[config.mk]
export PLATFORM = sky130hd
export DESIGN_NAME = spi_regfile_slave
export DESIGN_NICKNAME = d
export VERILOG_FILES = /design/src/rtl/spi_rf_pkg.sv /design/src/rtl/spi_rf_sync.sv /design/src/rtl/spi_rf_frame.sv /design/src/rtl/spi_rf_tx.sv /design/src/rtl/spi_regfile_slave.sv
export SDC_FILE = /design/constraint.sdc
export NUM_CORES = 1
export LEC_CHECK = 0
export ABC_CLOCK_PERIOD_IN_PS = 2000
export BUFFER_PORTS_ARGS = -buffer_cell sky130_fd_sc_hd__buf_2
export CAP_MARGIN = 20
export CORE_MARGIN = 10
export CORE_UTILIZATION = 57
export DETAILED_ROUTE_END_ITERATION = 8
export GPL_ROUTABILITY_DRIVEN = 0
export PLACE_DENSITY_LB_ADDON = 0.3
export SYNTH_ARGS = -nofsm -noshare
export SYNTH_HDL_FRONTEND = slang
export SYNTH_SLANG_ARGS = --single-unit
export TNS_END_PERCENT = 1
[constraint.sdc]
create_clock -name clk -period 2 [get_ports clk]
set_input_delay 0.2 -clock clk [delete_from_list [all_inputs] [get_ports clk]]
set_output_delay 0.2 -clock clk [all_outputs]
set_load 0.05 [all_outputs]
[src/rtl/spi_rf_pkg.sv]
package spi_rf_pkg;

   typedef enum logic [1:0] {
      PH_CMD   = 2'd0,
      PH_WRITE = 2'd1,
      PH_READ  = 2'd2
   } spi_phase_e;

endpackage

[src/rtl/spi_rf_sync.sv]
module spi_rf_sync #(
   parameter int          STAGES    = 2,
   parameter int          WIDTH     = 3,
   parameter logic [31:0] RESET_VAL = 32'd0
) (
   input  logic             clk,
   input  logic             rst_n,
   input  logic [WIDTH-1:0] din,
   output logic [WIDTH-1:0] dout
);

   initial begin
      if (STAGES < 2) $error("spi_rf_sync: STAGES must be at least 2");
      if (WIDTH < 1 || WIDTH > 32) $error("spi_rf_sync: WIDTH out of range");
   end

   localparam logic [WIDTH-1:0] RST_V = RESET_VAL[WIDTH-1:0];

   logic [WIDTH-1:0] stage_q [STAGES];

   generate
      for (genvar s = 0; s < STAGES; s++) begin : g_stage
         if (s == 0) begin : g_first
            always_ff @(posedge clk or negedge rst_n) begin
               if (!rst_n) stage_q[s] <= RST_V;
               else        stage_q[s] <= din;
            end
         end else begin : g_next
            always_ff @(posedge clk or negedge rst_n) begin
               if (!rst_n) stage_q[s] <= RST_V;
               else        stage_q[s] <= stage_q[s-1];
            end
         end
      end
   endgenerate

   assign dout = stage_q[STAGES-1];

endmodule

[src/rtl/spi_rf_frame.sv]
module spi_rf_frame
   import spi_rf_pkg::*;
#(
   parameter int DATA_W     = 8,
   parameter int CMD_ADDR_W = 7,
   parameter int ADDR_W     = 5
) (
   input  logic              clk,
   input  logic              rst_n,
   input  logic              cs_active,
   input  logic              sck_rise,
   input  logic              mosi_bit,
   output logic [ADDR_W-1:0] reg_addr,
   output logic              reg_wr_en,
   output logic [DATA_W-1:0] reg_wr_data,
   output logic              reg_rd_en,
   output logic              in_read,
   output logic              at_boundary
);

   localparam int CNT_W = $clog2(DATA_W);
   localparam logic [CNT_W-1:0] LAST_BIT = CNT_W'(DATA_W - 1);

   initial begin
      if ((1 << CNT_W) != DATA_W) $error("spi_rf_frame: DATA_W must be a power of two");
      if (CMD_ADDR_W + 1 != DATA_W) $error("spi_rf_frame: command must be one byte");
      if (ADDR_W > CMD_ADDR_W) $error("spi_rf_frame: ADDR_W too wide");
   end

   spi_phase_e        phase_q;
   logic [CNT_W-1:0]  bitcnt_q;
   logic [DATA_W-1:0] shreg_q;
   logic [DATA_W-1:0] shift_nxt;
   logic [ADDR_W-1:0] ptr_q;
   logic              cmd_dir;
   logic [ADDR_W-1:0] cmd_addr;

   assign shift_nxt = {shreg_q[DATA_W-2:0], mosi_bit};
   assign cmd_dir   = shift_nxt[DATA_W-1];
   assign cmd_addr  = shift_nxt[ADDR_W-1:0];

   always_ff @(posedge clk or negedge rst_n) begin
      if (!rst_n) begin
         phase_q     <= PH_CMD;
         bitcnt_q    <= '0;
         shreg_q     <= '0;
         ptr_q       <= '0;
         reg_addr    <= '0;
         reg_wr_en   <= 1'b0;
         reg_wr_data <= '0;
         reg_rd_en   <= 1'b0;
      end else begin
         reg_wr_en <= 1'b0;
         reg_rd_en <= 1'b0;
         if (!cs_active) begin
            phase_q  <= PH_CMD;
            bitcnt_q <= '0;
         end else if (sck_rise) begin
            shreg_q  <= shift_nxt;
            bitcnt_q <= bitcnt_q + CNT_W'(1);
            if (bitcnt_q == LAST_BIT) begin
               unique case (phase_q)
                  PH_CMD: begin
                     if (cmd_dir) begin
                        phase_q <= PH_WRITE;
                        ptr_q   <= cmd_addr;
                     end else begin
                        phase_q   <= PH_READ;
                        reg_rd_en <= 1'b1;
                        reg_addr  <= cmd_addr;
                        ptr_q     <= cmd_addr + ADDR_W'(1);
                     end
                  end
                  PH_WRITE: begin
                     reg_wr_en   <= 1'b1;
                     reg_wr_data <= shift_nxt;
                     reg_addr    <= ptr_q;
                     ptr_q       <= ptr_q + ADDR_W'(1);
                  end
                  PH_READ: begin
                     reg_rd_en <= 1'b1;
                     reg_addr  <= ptr_q;
                     ptr_q     <= ptr_q + ADDR_W'(1);
                  end
                  default: phase_q <= PH_CMD;
               endcase
            end
         end
      end
   end

   assign in_read     = (phase_q == PH_READ);
   assign at_boundary = (bitcnt_q == '0);

endmodule

[src/rtl/spi_rf_tx.sv]
module spi_rf_tx #(
   parameter int DATA_W = 8
) (
   input  logic              clk,
   input  logic              rst_n,
   input  logic              cs_active,
   input  logic              sck_fall,
   input  logic              in_read,
   input  logic              at_boundary,
   input  logic              rd_valid,
   input  logic [DATA_W-1:0] rd_data,
   output logic              miso,
   output logic              miso_oe
);

   logic [DATA_W-1:0] hold_q;
   logic              hold_full_q;
   logic [DATA_W-1:0] txsh_q;

   always_ff @(posedge clk or negedge rst_n) begin
      if (!rst_n) begin
         hold_q      <= '0;
         hold_full_q <= 1'b0;
         txsh_q      <= '0;
         miso_oe     <= 1'b0;
      end else if (!cs_active) begin
         hold_full_q <= 1'b0;
         miso_oe     <= 1'b0;
      end else begin
         if (rd_valid) begin
            hold_q      <= rd_data;
            hold_full_q <= 1'b1;
         end
         if (sck_fall && in_read) begin
            if (at_boundary && hold_full_q) begin
               txsh_q      <= hold_q;
               hold_full_q <= 1'b0;
               miso_oe     <= 1'b1;
            end else begin
               txsh_q <= {txsh_q[DATA_W-2:0], 1'b0};
            end
         end
      end
   end

   assign miso = txsh_q[DATA_W-1];

endmodule

[src/rtl/spi_regfile_slave.sv]
module spi_regfile_slave #(
   parameter int REG_COUNT   = 32,
   parameter int DATA_W      = 8,
   parameter int CMD_ADDR_W  = 7,
   parameter int SYNC_STAGES = 2,
   localparam int ADDR_W     = $clog2(REG_COUNT)
) (
   input  logic              clk,
   input  logic              rst_n,
   input  logic              spi_sck,
   input  logic              spi_cs_n,
   input  logic              spi_mosi,
   output logic              spi_miso,
   output logic              spi_miso_oe,
   output logic [ADDR_W-1:0] reg_addr,
   output logic              reg_wr_en,
   output logic [DATA_W-1:0] reg_wr_data,
   output logic              reg_rd_en,
   input  logic [DATA_W-1:0] reg_rd_data
);

   initial begin
      if ((1 << ADDR_W) != REG_COUNT) $error("spi_regfile_slave: REG_COUNT must be a power of two");
      if (REG_COUNT > (1 << CMD_ADDR_W)) $error("spi_regfile_slave: REG_COUNT exceeds command address range");
   end

   localparam int PIN_W = 3;
   localparam logic [31:0] PIN_RST = 32'b100;

   logic [PIN_W-1:0] pins_s;
   logic             sck_s, mosi_s, cs_n_s;
   logic             sck_d;
   logic             cs_active, sck_rise, sck_fall;
   logic             in_read, at_boundary, rd_valid_q;

   spi_rf_sync #(
      .STAGES   (SYNC_STAGES),
      .WIDTH    (PIN_W),
      .RESET_VAL(PIN_RST)
   ) u_sync (
      .clk  (clk),
      .rst_n(rst_n),
      .din  ({spi_cs_n, spi_mosi, spi_sck}),
      .dout (pins_s)
   );

   assign sck_s  = pins_s[0];
   assign mosi_s = pins_s[1];
   assign cs_n_s = pins_s[2];

   always_ff @(posedge clk or negedge rst_n) begin
      if (!rst_n) begin
         sck_d      <= 1'b0;
         rd_valid_q <= 1'b0;
      end else begin
         sck_d      <= sck_s;
         rd_valid_q <= reg_rd_en;
      end
   end

   assign cs_active = ~cs_n_s;
   assign sck_rise  = cs_active &  sck_s & ~sck_d;
   assign sck_fall  = cs_active & ~sck_s &  sck_d;

   spi_rf_frame #(
      .DATA_W    (DATA_W),
      .CMD_ADDR_W(CMD_ADDR_W),
      .ADDR_W    (ADDR_W)
   ) u_frame (
      .clk        (clk),
      .rst_n      (rst_n),
      .cs_active  (cs_active),
      .sck_rise   (sck_rise),
      .mosi_bit   (mosi_s),
      .reg_addr   (reg_addr),
      .reg_wr_en  (reg_wr_en),
      .reg_wr_data(reg_wr_data),
      .reg_rd_en  (reg_rd_en),
      .in_read    (in_read),
      .at_boundary(at_boundary)
   );

   spi_rf_tx #(
      .DATA_W(DATA_W)
   ) u_tx (
      .clk        (clk),
      .rst_n      (rst_n),
      .cs_active  (cs_active),
      .sck_fall   (sck_fall),
      .in_read    (in_read),
      .at_boundary(at_boundary),
      .rd_valid   (rd_valid_q),
      .rd_data    (reg_rd_data),
      .miso       (spi_miso),
      .miso_oe    (spi_miso_oe)
   );

endmodule

; Word-level counts from Yosys, hierarchy flattened
; Index checks and enable logic that the tools add are counted.
[word_totals]
regBits = 58
wordCells = 77
[op_classes]
addsub = 3
n_eq_ne = 5
n_mux = 28
bitwise_logic = 7
reduce_logical = 18
[ops]
columns = op, count
row1 = 5-bit one-hot mux with 2 select lines, 2
row2 = 1-bit two-way mux, 15
row3 = "5-bit by 1-bit adder with 5-bit output, second input constant", 2
row4 = 5-bit two-way mux, 2
row5 = 2-bit nonzero test, 5
row6 = 2-bit two-way mux, 4
row7 = 8-bit two-way mux, 1
row8 = 2-bit AND reduction, 4
row9 = 4-bit AND reduction, 2
row10 = 3-bit two-way mux, 2
row11 = 5-bit AND reduction, 1
row12 = 1-bit bitwise AND, 4
row13 = 2-bit one-hot mux with 2 select lines, 1
row14 = "3-bit by 1-bit adder with 3-bit output, second input constant", 1
row15 = "3-bit equality test, second input constant", 1
row16 = 3-bit zero test, 1
row17 = 1-bit NOT, 3
row18 = 3-bit AND reduction, 1
row19 = "2-bit by 1-bit equality test with 1-bit output, second input constant", 1
row20 = "2-bit equality test, second input constant", 1
row21 = 1-bit logical AND, 2
row22 = 2-bit zero test, 1
row23 = "2-bit by 1-bit inequality test with 1-bit output, second input constant", 1
row24 = "2-bit inequality test, second input constant", 1
row25 = other kinds (2), 2

; Logic depth before layout (Yosys ltp)
; Gate-level depths: netlist of run 1.
[logic_depth]
ltp_word = 6
depth_mapped = 7
ltp_nobuf = 6

; Hierarchy
; A second synthesis of run 1 with hierarchy kept.
[hier_totals]
cells_unflattened = 235
area_unflattened_um2 = 2720.1
[by_module_without_submodules]
columns = mod, n_inst, cells_per_inst, area_per_inst_um2, seq_area_each_um2
row1 = spi_rf_frame, 1, 151, 1611.5, 800.8
row2 = spi_rf_tx, 1, 70, 864.6, 450.4
row3 = spi_rf_sync, 1, 9, 175.2, 152.6
row4 = spi_regfile_slave, 1, 5, 68.8, 50.0

; Worst setup path after synthesis of run 1
; Ideal clock, no wire load.
[synth_timing]
kind = register to register
startpoint = reg u_frame.bitcnt_q[0]
endpoint = reg u_frame.reg_addr[0]
setup_time_ns = 0.125
arrival_time_ns = 1.678
t_required_ns = 1.875
slack_ns = 0.197
stages_incl_launch_ff = 8
path_buffers = 1
period_less_slack_ns = 1.803
cell_sequence = dfrtp_1 -> ha_1 -> ha_1 -> nand4bb_1 -> buf_2 -> or2_4 -> a21oi_4 -> mux2_2
[synth_between]
elab_chain_cells = 2
[synth_rtl]
columns = element, line
row1 = from (decl), spi_rf_frame.sv:31  ; logic [CNT_W-1:0] bitcnt_q;
row2 = from (signal assigned), spi_rf_frame.sv:60  ; bitcnt_q <= bitcnt_q + CNT_W'(1);
row3 = 3-bit equality test, spi_rf_frame.sv:61  ; if (bitcnt_q == LAST_BIT) begin
row4 = 5-bit AND reduction (no line), -
row5 = to (signal assigned), spi_rf_frame.sv:70  ; reg_addr <= cmd_addr;
row6 = to (signal assigned), spi_rf_frame.sv:77  ; reg_addr <= ptr_q;
row7 = to (signal assigned), spi_rf_frame.sv:82  ; reg_addr <= ptr_q;
row8 = to (decl), spi_rf_frame.sv:13  ; output logic [ADDR_W-1:0] reg_addr,
; No other way between the ends.
; A chain may end at the register's enable or synchronous reset.

; Final worst setup path of run 1
[layout_timing]
startpoint = reg u_frame.bitcnt_q[0]
endpoint = reg u_frame.reg_addr[1]
; The elaborated chain is that of the path after synthesis.

==> results of run 1 <==
cell usage in the layout (no fill, tap or decap), drive strengths merged:
cell and instances:
or3 1, o31ai 1, nand3b 1, nand2 14, nand3 3, or2 1
inv 7, nor3 3, nor2b 2, dlygate4sd3 4, nand4b 2, a22o 1
dfrtp 56, a21oi 4, nor2 11, and2b 2, nand4 1, nand2b 2
o221a 3, a31oi 2, mux2i 8, o21ai 17, mux2 32, clkbuf 16
nor4 1, xnor2 5, buf 34, dfstp 2, ha 9, nand4bb 2
flip-flops by register name, summed over array words and instances (netlist names):
| signal | flops |
|---|---|
| u_frame.reg_rd_en | 1 |
| u_tx.miso_oe | 1 |
| u_frame.reg_wr_data | 8 |
| u_frame.phase_q | 2 |
| sck_d | 1 |
| u_tx.hold_full_q | 1 |
| u_frame.reg_addr | 5 |
| u_tx.txsh_q | 8 |
| u_frame.shreg_q | 7 |
| u_tx.hold_q | 8 |
| u_frame.bitcnt_q | 3 |
| u_frame.reg_wr_en | 1 |
| u_frame.ptr_q | 5 |
| u_sync.stage_q | 3 |
| u_sync.dout | 3 |
| rd_valid_q | 1 |
worst max-delay path, delay by kind of cell (launching register included):
kind / cells / cell delay, ns
flip-flops: 1 / 0.38
AO/OA/AOI/OAI: 1 / 0.19
AND/OR/NAND/NOR: 2 / 0.41
adder cells (fa/ha/maj): 2 / 0.35
multiplexers: 1 / 0.35
per-layer routing:
layer  vias up  routed length [um]
met5         -                   0
met4         0                  73
met3         8                 295
met2        36                2020
met1       774                1940
li1        787                   -
layout make-up:
cell class | instances | area share (%)
inverter | 7 | 0.885
clock buffer | 16 | 5.73
multi-input combinational | 128 | 34.3
timing repair buffer | 38 | 7.92
sequential | 58 | 48.9
tap | 52 | 2.19
report_power, final:
| group | switching (uW) | internal (uW) | total (uW) |
|---|---|---|---|
| clock network | 407 | 520 | 928 |
| logic | 94.3 | 147 | 241 |
| registers | 110 | 1240 | 1350 |
cell families after synthesis:
kind of cell / count (synthesis) / share of synthesized area, %
compound gates: 28 / 7.03
flops: 58 / 57.2
buf+inv: 17 / 2.75
fa+ha+maj: 9 / 4.43
simple gates: 46 / 9.59
xor+xnor: 5 / 1.72
mux: 40 / 17.3
how the worst max path moves through the flow:
stage	startpoint	cells past startpoint	endpoint	slack, ns
after floorplan	u_frame.bitcnt_q[0]	7	u_frame.reg_addr[0]	0.20
after global placement	u_frame.bitcnt_q[0]	6	u_frame.reg_addr[4]	0.24
after detailed placement	u_frame.phase_q[0]	4	u_frame.ptr_q[4]	0.19
after CTS	u_frame.bitcnt_q[0]	6	u_frame.reg_addr[0]	0.17
after global routing	u_frame.phase_q[0]	4	u_frame.reg_addr[3]	0.09
final	u_frame.bitcnt_q[0]	6	u_frame.reg_addr[1]	0.19
repair_timing:
item | in CTS | in global routing
hold endpoints to repair | 59 | 0
resized for setup | 0 | 0
buffers inserted | 0 | 0
hold buffers | 4 | 0
stage by stage:
step | util, % | setup WS [ns] | hold WS (ns) | power, uW
2_1_floorplan | - | 0.197 | -0.0956 | 1520
3_3_place_gp | 63.8 | 0.243 | 0.224 | 1600
3_5_place_dp | 63.8 | 0.187 | 0.224 | 1610
4_1_cts | 68.7 | 0.175 | 0.0843 | 2560
5_1_grt | 68.7 | 0.0936 | 0.0837 | 2650
6_report | 68.7 | 0.189 | 0.100 | 2520
==> key figures, run 1 <==
Critical path
  • Critical Path End Type: flip-flop
  • CP Launch Type: flip-flop
  • Most used cell along the critical path: sky130_fd_sc_hd__ha_1
  • Arrival time of data at the critical path endpoint: 2.02 ns
  • R2R cell count: 6
  • Critical Setup Path Class: flip-flop to flip-flop
  • Endpoint of the most critical register-to-register path: u_frame.reg_addr[1]
  • Maximum single-stage delay on the critical path: 0.38 ns
  • Required time at the endpoint of the critical path: 2.21 ns
  • Reg-to-reg startpoint: u_frame.bitcnt_q[0]
  • Cell with the biggest individual delay on the critical path: sky130_fd_sc_hd__dfrtp_1
  • List of cells traversed by the critical path: ha_1, ha_1, nand4bb_1, or2_4, a21oi_4, mux2_2
  • Reg2reg setup slack: 0.19 ns
  • Critical-path maximum fanout: 5

Cells and area
  • Share of post-route cells with drive strength above 1: 34.4%
  • Layout overhead on the synthesized area: 16.8%
  • Net count, final: 264
  • Inserted Diodes: 0
  • Final standard cell area without fillers: 2970 um^2
  • Final instance count without filler cells: 299
  • Register area: 1450 um^2
  • Filler Cells Inserted: 369
  • Multi-input gate area in the final layout: 1020 um^2

Run
  • Maxcap violations: 0

Global route
  • Global routing usage on met1: 13.8%
  • Busiest grt layer: met2
  • Largest net degree at the start of global routing: 59
  • Gr usage total: 12.6%
  • Number of antenna violations at the first check in global routing: 0
  • Number of global-route vias before repair: 1,652
  • Met3 global-route usage: 6.29%
  • Global-route wire length before repair: 7470 um
  • Met2 Track Usage GR: 19.6%
  • Remaining Overflow, GRT: 0

Power
  • Leakage Power: 0.00150 uW
  • Power density over the cells: 849 nW/um^2
  • Max rail drop VDD: 0.000622 V

Synthesis
  • Sequential element share of the synthesized area: 57.2%
  • Proportion of register bits with asynchronous set or reset after synthesis: 100%
  • Synthesis Warnings: 0
  • Top-area cell type share of the netlist area: 55.1%
  • Number of nets produced by synthesis: 225
  • Post-synth top flop: sky130_fd_sc_hd__dfrtp_1
  • Synth Register Bits: 58
  • Most numerous cell in the Yosys netlist: sky130_fd_sc_hd__dfrtp_1
  • Post-Synthesis Cell Area: 2540 um^2
  • Library cells used by synthesis: 32
  • Post-Syn Instances: 203
  • Number of flops mapped to enable cells by yosys: 0
  • Most common library cells after synthesis: sky130_fd_sc_hd__dfrtp_1, sky130_fd_sc_hd__mux2_2, sky130_fd_sc_hd__o21ai_0
  • Top cells by area in the synthesized netlist: sky130_fd_sc_hd__dfrtp_1, sky130_fd_sc_hd__mux2_2, sky130_fd_sc_hd__ha_1
  • Post-synthesis cell type with the largest combined area: sky130_fd_sc_hd__dfrtp_1
  • Avg Cell Area, Syn: 12.5 um^2

Floorplanning
  • Die height: 86.8 um
  • Effective utilization at floorplan: 58.8%
  • Core area: 4320 um^2
  • Die X-Extent: 86.8 um
  • Die outline area: 7530 um^2
  • Number of rows in the core area: 24
  • Io pins: 30

Clock network
  • Clock tree from TritonCTS: yes
  • Total CTS buffers: 9
  • Clock buffer depth: 2
  • Clock insertion delay at the later pin of the skew report: 0.33 ns
  • Sink Count: 58
  • Total number of H-tree levels: 3
  • Clock root buffer master: sky130_fd_sc_hd__clkbuf_8
  • Clock transition time at the flip-flop clock pins of the worst setup and hold paths: 0.06 ns

Detailed routing
  • Avg Vias per Cell: 5.37
  • Starting DRC count in detailed routing: 78
  • DRC violation count after routing: 0
  • Vias: 1,605
  • Detailed-route wire length: 4320 um
  • Average wire length per cell after detail routing: 14.5 um
  • Drt first pass iters: 4
  • Number of nets still failing antenna checks after routing: 0

STA
  • Highest Clock Rate: 552 MHz
  • Endpoints failing hold: 0
  • Final max-slew violation count: 0
  • Setup TNS after final layout: 0 ns
  • Endpoints failing setup: 0
  • Slew of the pin with the lowest slew margin: 0.476 ns
  • Ratio of final minimum period to clock period: 90.6%
  • Clock tree skew after final layout: 0.00733 ns
  • Period minus WS final: 1.81 ns
  • Unrepaired setup endpoints after global routing: no
  • Worst-case headroom to the max-slew limit: 68.1%

Place
  • Placed cells: 279
  • Buffers added on ports: 29
  • Detail Placement HPWL: 3160 um
  • Area after DPL: 2760 um^2

Min path
  • Hold Crit Depth: 2
  • Path category of the worst min-delay check: input port to flip-flop
  • Endpoint, Worst Hold: u_tx.hold_q[7]
  • Hold path startpoint: reg_rd_data[7]

Outcome
  • Status: finished clean
Note: power is estimated with default switching activity, not from simulation.
==> inputs of run 2 (changes only) <==
--- a/config.mk
+++ b/config.mk
@@ -5,6 +5,7 @@
 export SDC_FILE = /design/constraint.sdc
 export NUM_CORES = 1
 export LEC_CHECK = 0
+export ABC_AREA = 1
 export ABC_CLOCK_PERIOD_IN_PS = 2000
 export BUFFER_PORTS_ARGS = -buffer_cell sky130_fd_sc_hd__buf_2
 export CAP_MARGIN = 20
==> run 2 against run 1 <==
  * Sequential power down 6%
  * Non-clock buffer count down 3
  * Critical path depth unchanged
  * Clock skew grew 0.0013 ns
  * Synthesized cell count up 37%
  * Worst hold slack got worse by 0.014 ns
  * Clock-buffer cell count down 5
  * Sequential share of layout area down 2.4 points
  * Largest power group is now the clock network
==> key figures, run 2 <==
Min path
  • Hold path startpoint: reg_rd_data[4]
  • Hold Crit Depth: 2 (unchanged)
  • Endpoint, Worst Hold: u_tx.hold_q[4]
  • Path category of the worst min-delay check: input port to flip-flop

Clock network
  • Number of gates resized after CTS: 0 (unchanged)
  • Clock buffer depth: 2 (unchanged)
  • Sink Count: 58 (unchanged)
  • Post-CTS Repair Setup Buffers: 0 (unchanged)
  • Clock tree from TritonCTS: yes
  • Clock insertion delay at the later pin of the skew report: 0.35 ns (+0.02 ns)
  • Clock root buffer master: sky130_fd_sc_hd__clkbuf_8
  • Clock transition time at the flip-flop clock pins of the worst setup and hold paths: 0.07 ns (about the same)
  • Total number of H-tree levels: 3 (unchanged)
  • Total CTS buffers: 9 (unchanged)

Cells and area
  • Layout overhead on the synthesized area: 18.0%
  • Commonest non-fill, non-tap cell in the layout: sky130_fd_sc_hd__nand2_1
  • Register area: 1450 um^2 (unchanged)
  • Inserted Diodes: 0 (unchanged)
  • Top flop regs: u_frame.reg_wr_data (8), u_tx.hold_q (8), u_tx.txsh_q (8)
  • Final instance count without filler cells: 377 (+26%)
  • Share of post-route cells with drive strength above 1: 24.0% (-10 points)
  • Filler Cells Inserted: 339 (-8.1%)
  • Commonest cells after routing, fill and taps aside: sky130_fd_sc_hd__nand2_1, sky130_fd_sc_hd__dfrtp_1, sky130_fd_sc_hd__o21ai_0
  • Net count, final: 342 (+30%)
  • Multi-input gate area in the final layout: 1050 um^2 (+2.9%)

Detailed routing
  • Average wire length per cell after detail routing: 13.9 um (-4.1%)
  • Vias: 1,929 (+20%)
  • DRC violation count after routing: 0 (unchanged)
  • Avg Vias per Cell: 5.12 (-4.7%)
  • Detailed-route wire length: 5220 um (+21%)
  • Drt first pass iters: 4 (unchanged)
  • Number of nets still failing antenna checks after routing: 0 (unchanged)
  • Starting DRC count in detailed routing: 155 (+99%)

Global route
  • Number of global-route vias before repair: 1,911 (+16%)
  • Number of antenna violations at the first check in global routing: 0 (unchanged)
  • Remaining Overflow, GRT: 0 (unchanged)
  • Gr usage total: 15.0% (+2.4 points)
  • Largest net degree at the start of global routing: 33 (-44%)
  • Global-route wire length before repair: 8960 um (+20%)

Critical path
  • Endpoint of the most critical register-to-register path: u_frame.phase_q[1]
  • Maximum single-stage delay on the critical path: 0.55 ns (+0.17 ns)
  • Arrival time of data at the critical path endpoint: 1.92 ns (-0.10 ns)
  • Reg2reg setup slack: 0.33 ns (+0.14 ns)
  • R2R cell count: 6 (unchanged)
  • Reg-to-reg startpoint: u_frame.phase_q[0]
  • List of cells traversed by the critical path: inv_1, ha_1, inv_1, nand2_1, nand2_1, o21ai_0
  • Cell with the biggest individual delay on the critical path: sky130_fd_sc_hd__ha_1
  • Required time at the endpoint of the critical path: 2.25 ns (+0.04 ns)
  • Critical Path End Type: flip-flop
  • Critical-path maximum fanout: 16 (+11)
  • Critical Setup Path Class: flip-flop to flip-flop
  • CP Launch Type: flip-flop

STA
  • Setup TNS after final layout: 0 ns (unchanged)
  • Period minus WS final: 1.67 ns (-0.142 ns)
  • Worst-case headroom to the max-slew limit: 57.6% (-11 points)
  • Endpoints failing hold: 0 (unchanged)
  • Slew of the pin with the lowest slew margin: 0.635 ns (+0.159 ns)
  • Final max-slew violation count: 0 (unchanged)
  • Ratio of final minimum period to clock period: 83.5% (-7.1 points)
  • Endpoints failing setup: 0 (unchanged)
  • Highest Clock Rate: 599 MHz (+8.5%)
  • Unrepaired setup endpoints after global routing: no
  • Clock tree skew after final layout: 0.00865 ns (+0.00132 ns)

Floorplanning
  • Die outline area: 7770 um^2 (+3.2%)
  • Io pins: 30 (unchanged)
  • Effective utilization at floorplan: 60.0% (+1.2 points)
  • Die height: 88.2 um (+1.6%)
  • Number of rows in the core area: 24 (unchanged)
  • Die X-Extent: 88.2 um (+1.6%)
  • Core area: 4410 um^2 (+2.1%)

Power
  • Clock network fraction of total power: 46.5% (+9.7 points)
  • Net Sw Power: 642 uW (+4.9%)
  • Switching part of the total power: 23.2% (-1.0 points)
  • Leakage Power: 0.00165 uW (+10%)
  • Max rail drop VDD: 0.000712 V (+14%)
  • Total chip power: 2760 uW (+9.6%)
  • Combinational group share of total power: 7.5% (-2.1 points)
  • Seq pwr share: 46.0% (-7.7 points)
  • Cell-internal power: 2120 uW (+11%)
  • Power density over the cells: 884 nW/um^2 (+4.1%)

Synthesis
  • Proportion of register bits with asynchronous set or reset after synthesis: 100% (unchanged)
  • Synthesis Warnings: 0 (unchanged)
  • Top-area cell type share of the netlist area: 52.9% (-2.2 points)
  • Avg Cell Area, Syn: 9.53 um^2 (-24%)
  • Library cells used by synthesis: 25 (-22%)
  • Number of flops mapped to enable cells by yosys: 0 (unchanged)
  • Post-Synthesis Cell Area: 2650 um^2 (+4.1%)
  • Post-synthesis cell type with the largest combined area: sky130_fd_sc_hd__dfrtp_1
  • Sequential element share of the synthesized area: 54.9% (-2.3 points)
  • Number of nets produced by synthesis: 300 (+33%)
  • Most numerous cell in the Yosys netlist: sky130_fd_sc_hd__nand2_1
  • Most common library cells after synthesis: sky130_fd_sc_hd__nand2_1, sky130_fd_sc_hd__dfrtp_1, sky130_fd_sc_hd__o21ai_0
  • Top cells by area in the synthesized netlist: sky130_fd_sc_hd__dfrtp_1, sky130_fd_sc_hd__nand2_1, sky130_fd_sc_hd__o21ai_0
  • Post-Syn Instances: 278 (+37%)
  • Post-synth top flop: sky130_fd_sc_hd__dfrtp_1
  • Synth Register Bits: 58 (unchanged)

Run
  • Maxcap violations: 0 (unchanged)

Place
  • Buffers added on ports: 29 (unchanged)
  • Placed cells: 357 (+28%)
  • Detail Placement HPWL: 3730 um (+18%)

Outcome
  • Status: finished clean
-- run 2: cell count changes after synthesis, moves of 7 or more --
cell / before / now
sky130_fd_sc_hd__nand2_1: 14 / 82
sky130_fd_sc_hd__mux2_2: 32 / 7
sky130_fd_sc_hd__o21ai_0: 17 / 38
sky130_fd_sc_hd__inv_1: 7 / 27
sky130_fd_sc_hd__mux2i_1: 8 / 0
sky130_fd_sc_hd__nand3_1: 2 / 9
sky130_fd_sc_hd__o21ai_2: 0 / 7
-- run 2: final cells by class --
| cell class | instances | share of cell area [%] |
|---|---|---|
| Clock inverter | 5 | 3.28 |
| Multi-Input combinational cell | 187 | 33.6 |
| Sequential cell | 58 | 46.5 |
| Timing Repair Buffer | 35 | 6.80 |
| Inverter | 29 | 3.56 |
| Tap cell | 52 | 2.08 |
| Clock buffer | 11 | 4.20 |
-- run 2: how the worst max path moves through the flow --
stage	from	to	slack [ns]
floorplan	u_frame.phase_q[0]	u_frame.reg_addr[1]	0.63
global placement	u_frame.phase_q[0]	u_frame.phase_q[1]	0.43
CTS	u_frame.phase_q[1]	u_frame.phase_q[1]	0.32
detailed placement	u_frame.phase_q[1]	u_frame.phase_q[0]	0.37
global route	u_frame.phase_q[0]	u_frame.ptr_q[0]	0.13
finish	u_frame.phase_q[0]	u_frame.phase_q[1]	0.33
-- run 2: logic make-up after synthesis --
logic type                 after synthesis  synth area share [%]
AOI/OAI and AO/OA                       49                  10.3
adders and majority gates                9                  4.25
buffers and inverters                   33                  5.48
DFF                                     58                  54.9
muxes                                    7                  2.98
and+or+nand+nor                        122                  22.1
-- run 2: repair_timing --
action	4_1_cts	5_1_grt
hold buffers	4	0
endpoints found under the hold margin	27	0
setup endpoints to repair	0	0
-- run 2: critical path: cells and delay by family, from the launching register on --
family / cells / cell delay (ns)
adder cells (fa/ha/maj): 1 / 0.55
flip-flops: 1 / 0.38
AO/OA/AOI/OAI: 1 / 0.19
AND/OR/NAND/NOR: 2 / 0.20
buffers and inverters: 2 / 0.26
-- run 2: stage by stage --
stage / area (um^2) / hold WS [ns] / setup slack [ns] / util (%)
5_1_grt: 3130 / 0.0767 / 0.133 / 70.8
6_report: 3130 / 0.0861 / 0.330 / 70.8
4_1_cts: 3130 / 0.0770 / 0.324 / 70.8
3_3_place_gp: 2850 / 0.247 / 0.428 / 64.6
3_5_place_dp: 2850 / 0.249 / 0.369 / 64.6
2_1_floorplan: 2650 / -0.0956 / 0.631 / -
-- run 2: metal layers --
metal | track usage, % | wire (um) | vias to the layer above
met4 | 8.42 | 127 | 0
met2 | 21.3 | 2350 | 46
met3 | 5.94 | 278 | 12
met1 | 18.9 | 2470 | 900
met5 | 0 | 0 | -
li1 | - | - | 971
-- run 2: power groups by stage --
| stage | clock [uW] | combinational [uW] | sequential (uW) |
|---|---|---|---|
| finish | 1280 | 207 | 1270 |
| CTS | 1310 | 209 | 1270 |
| global placement | 0 | 195 | 1290 |
| global route | 1350 | 240 | 1280 |
| detailed placement | 0 | 201 | 1290 |
| floorplan | 0 | 140 | 1270 |
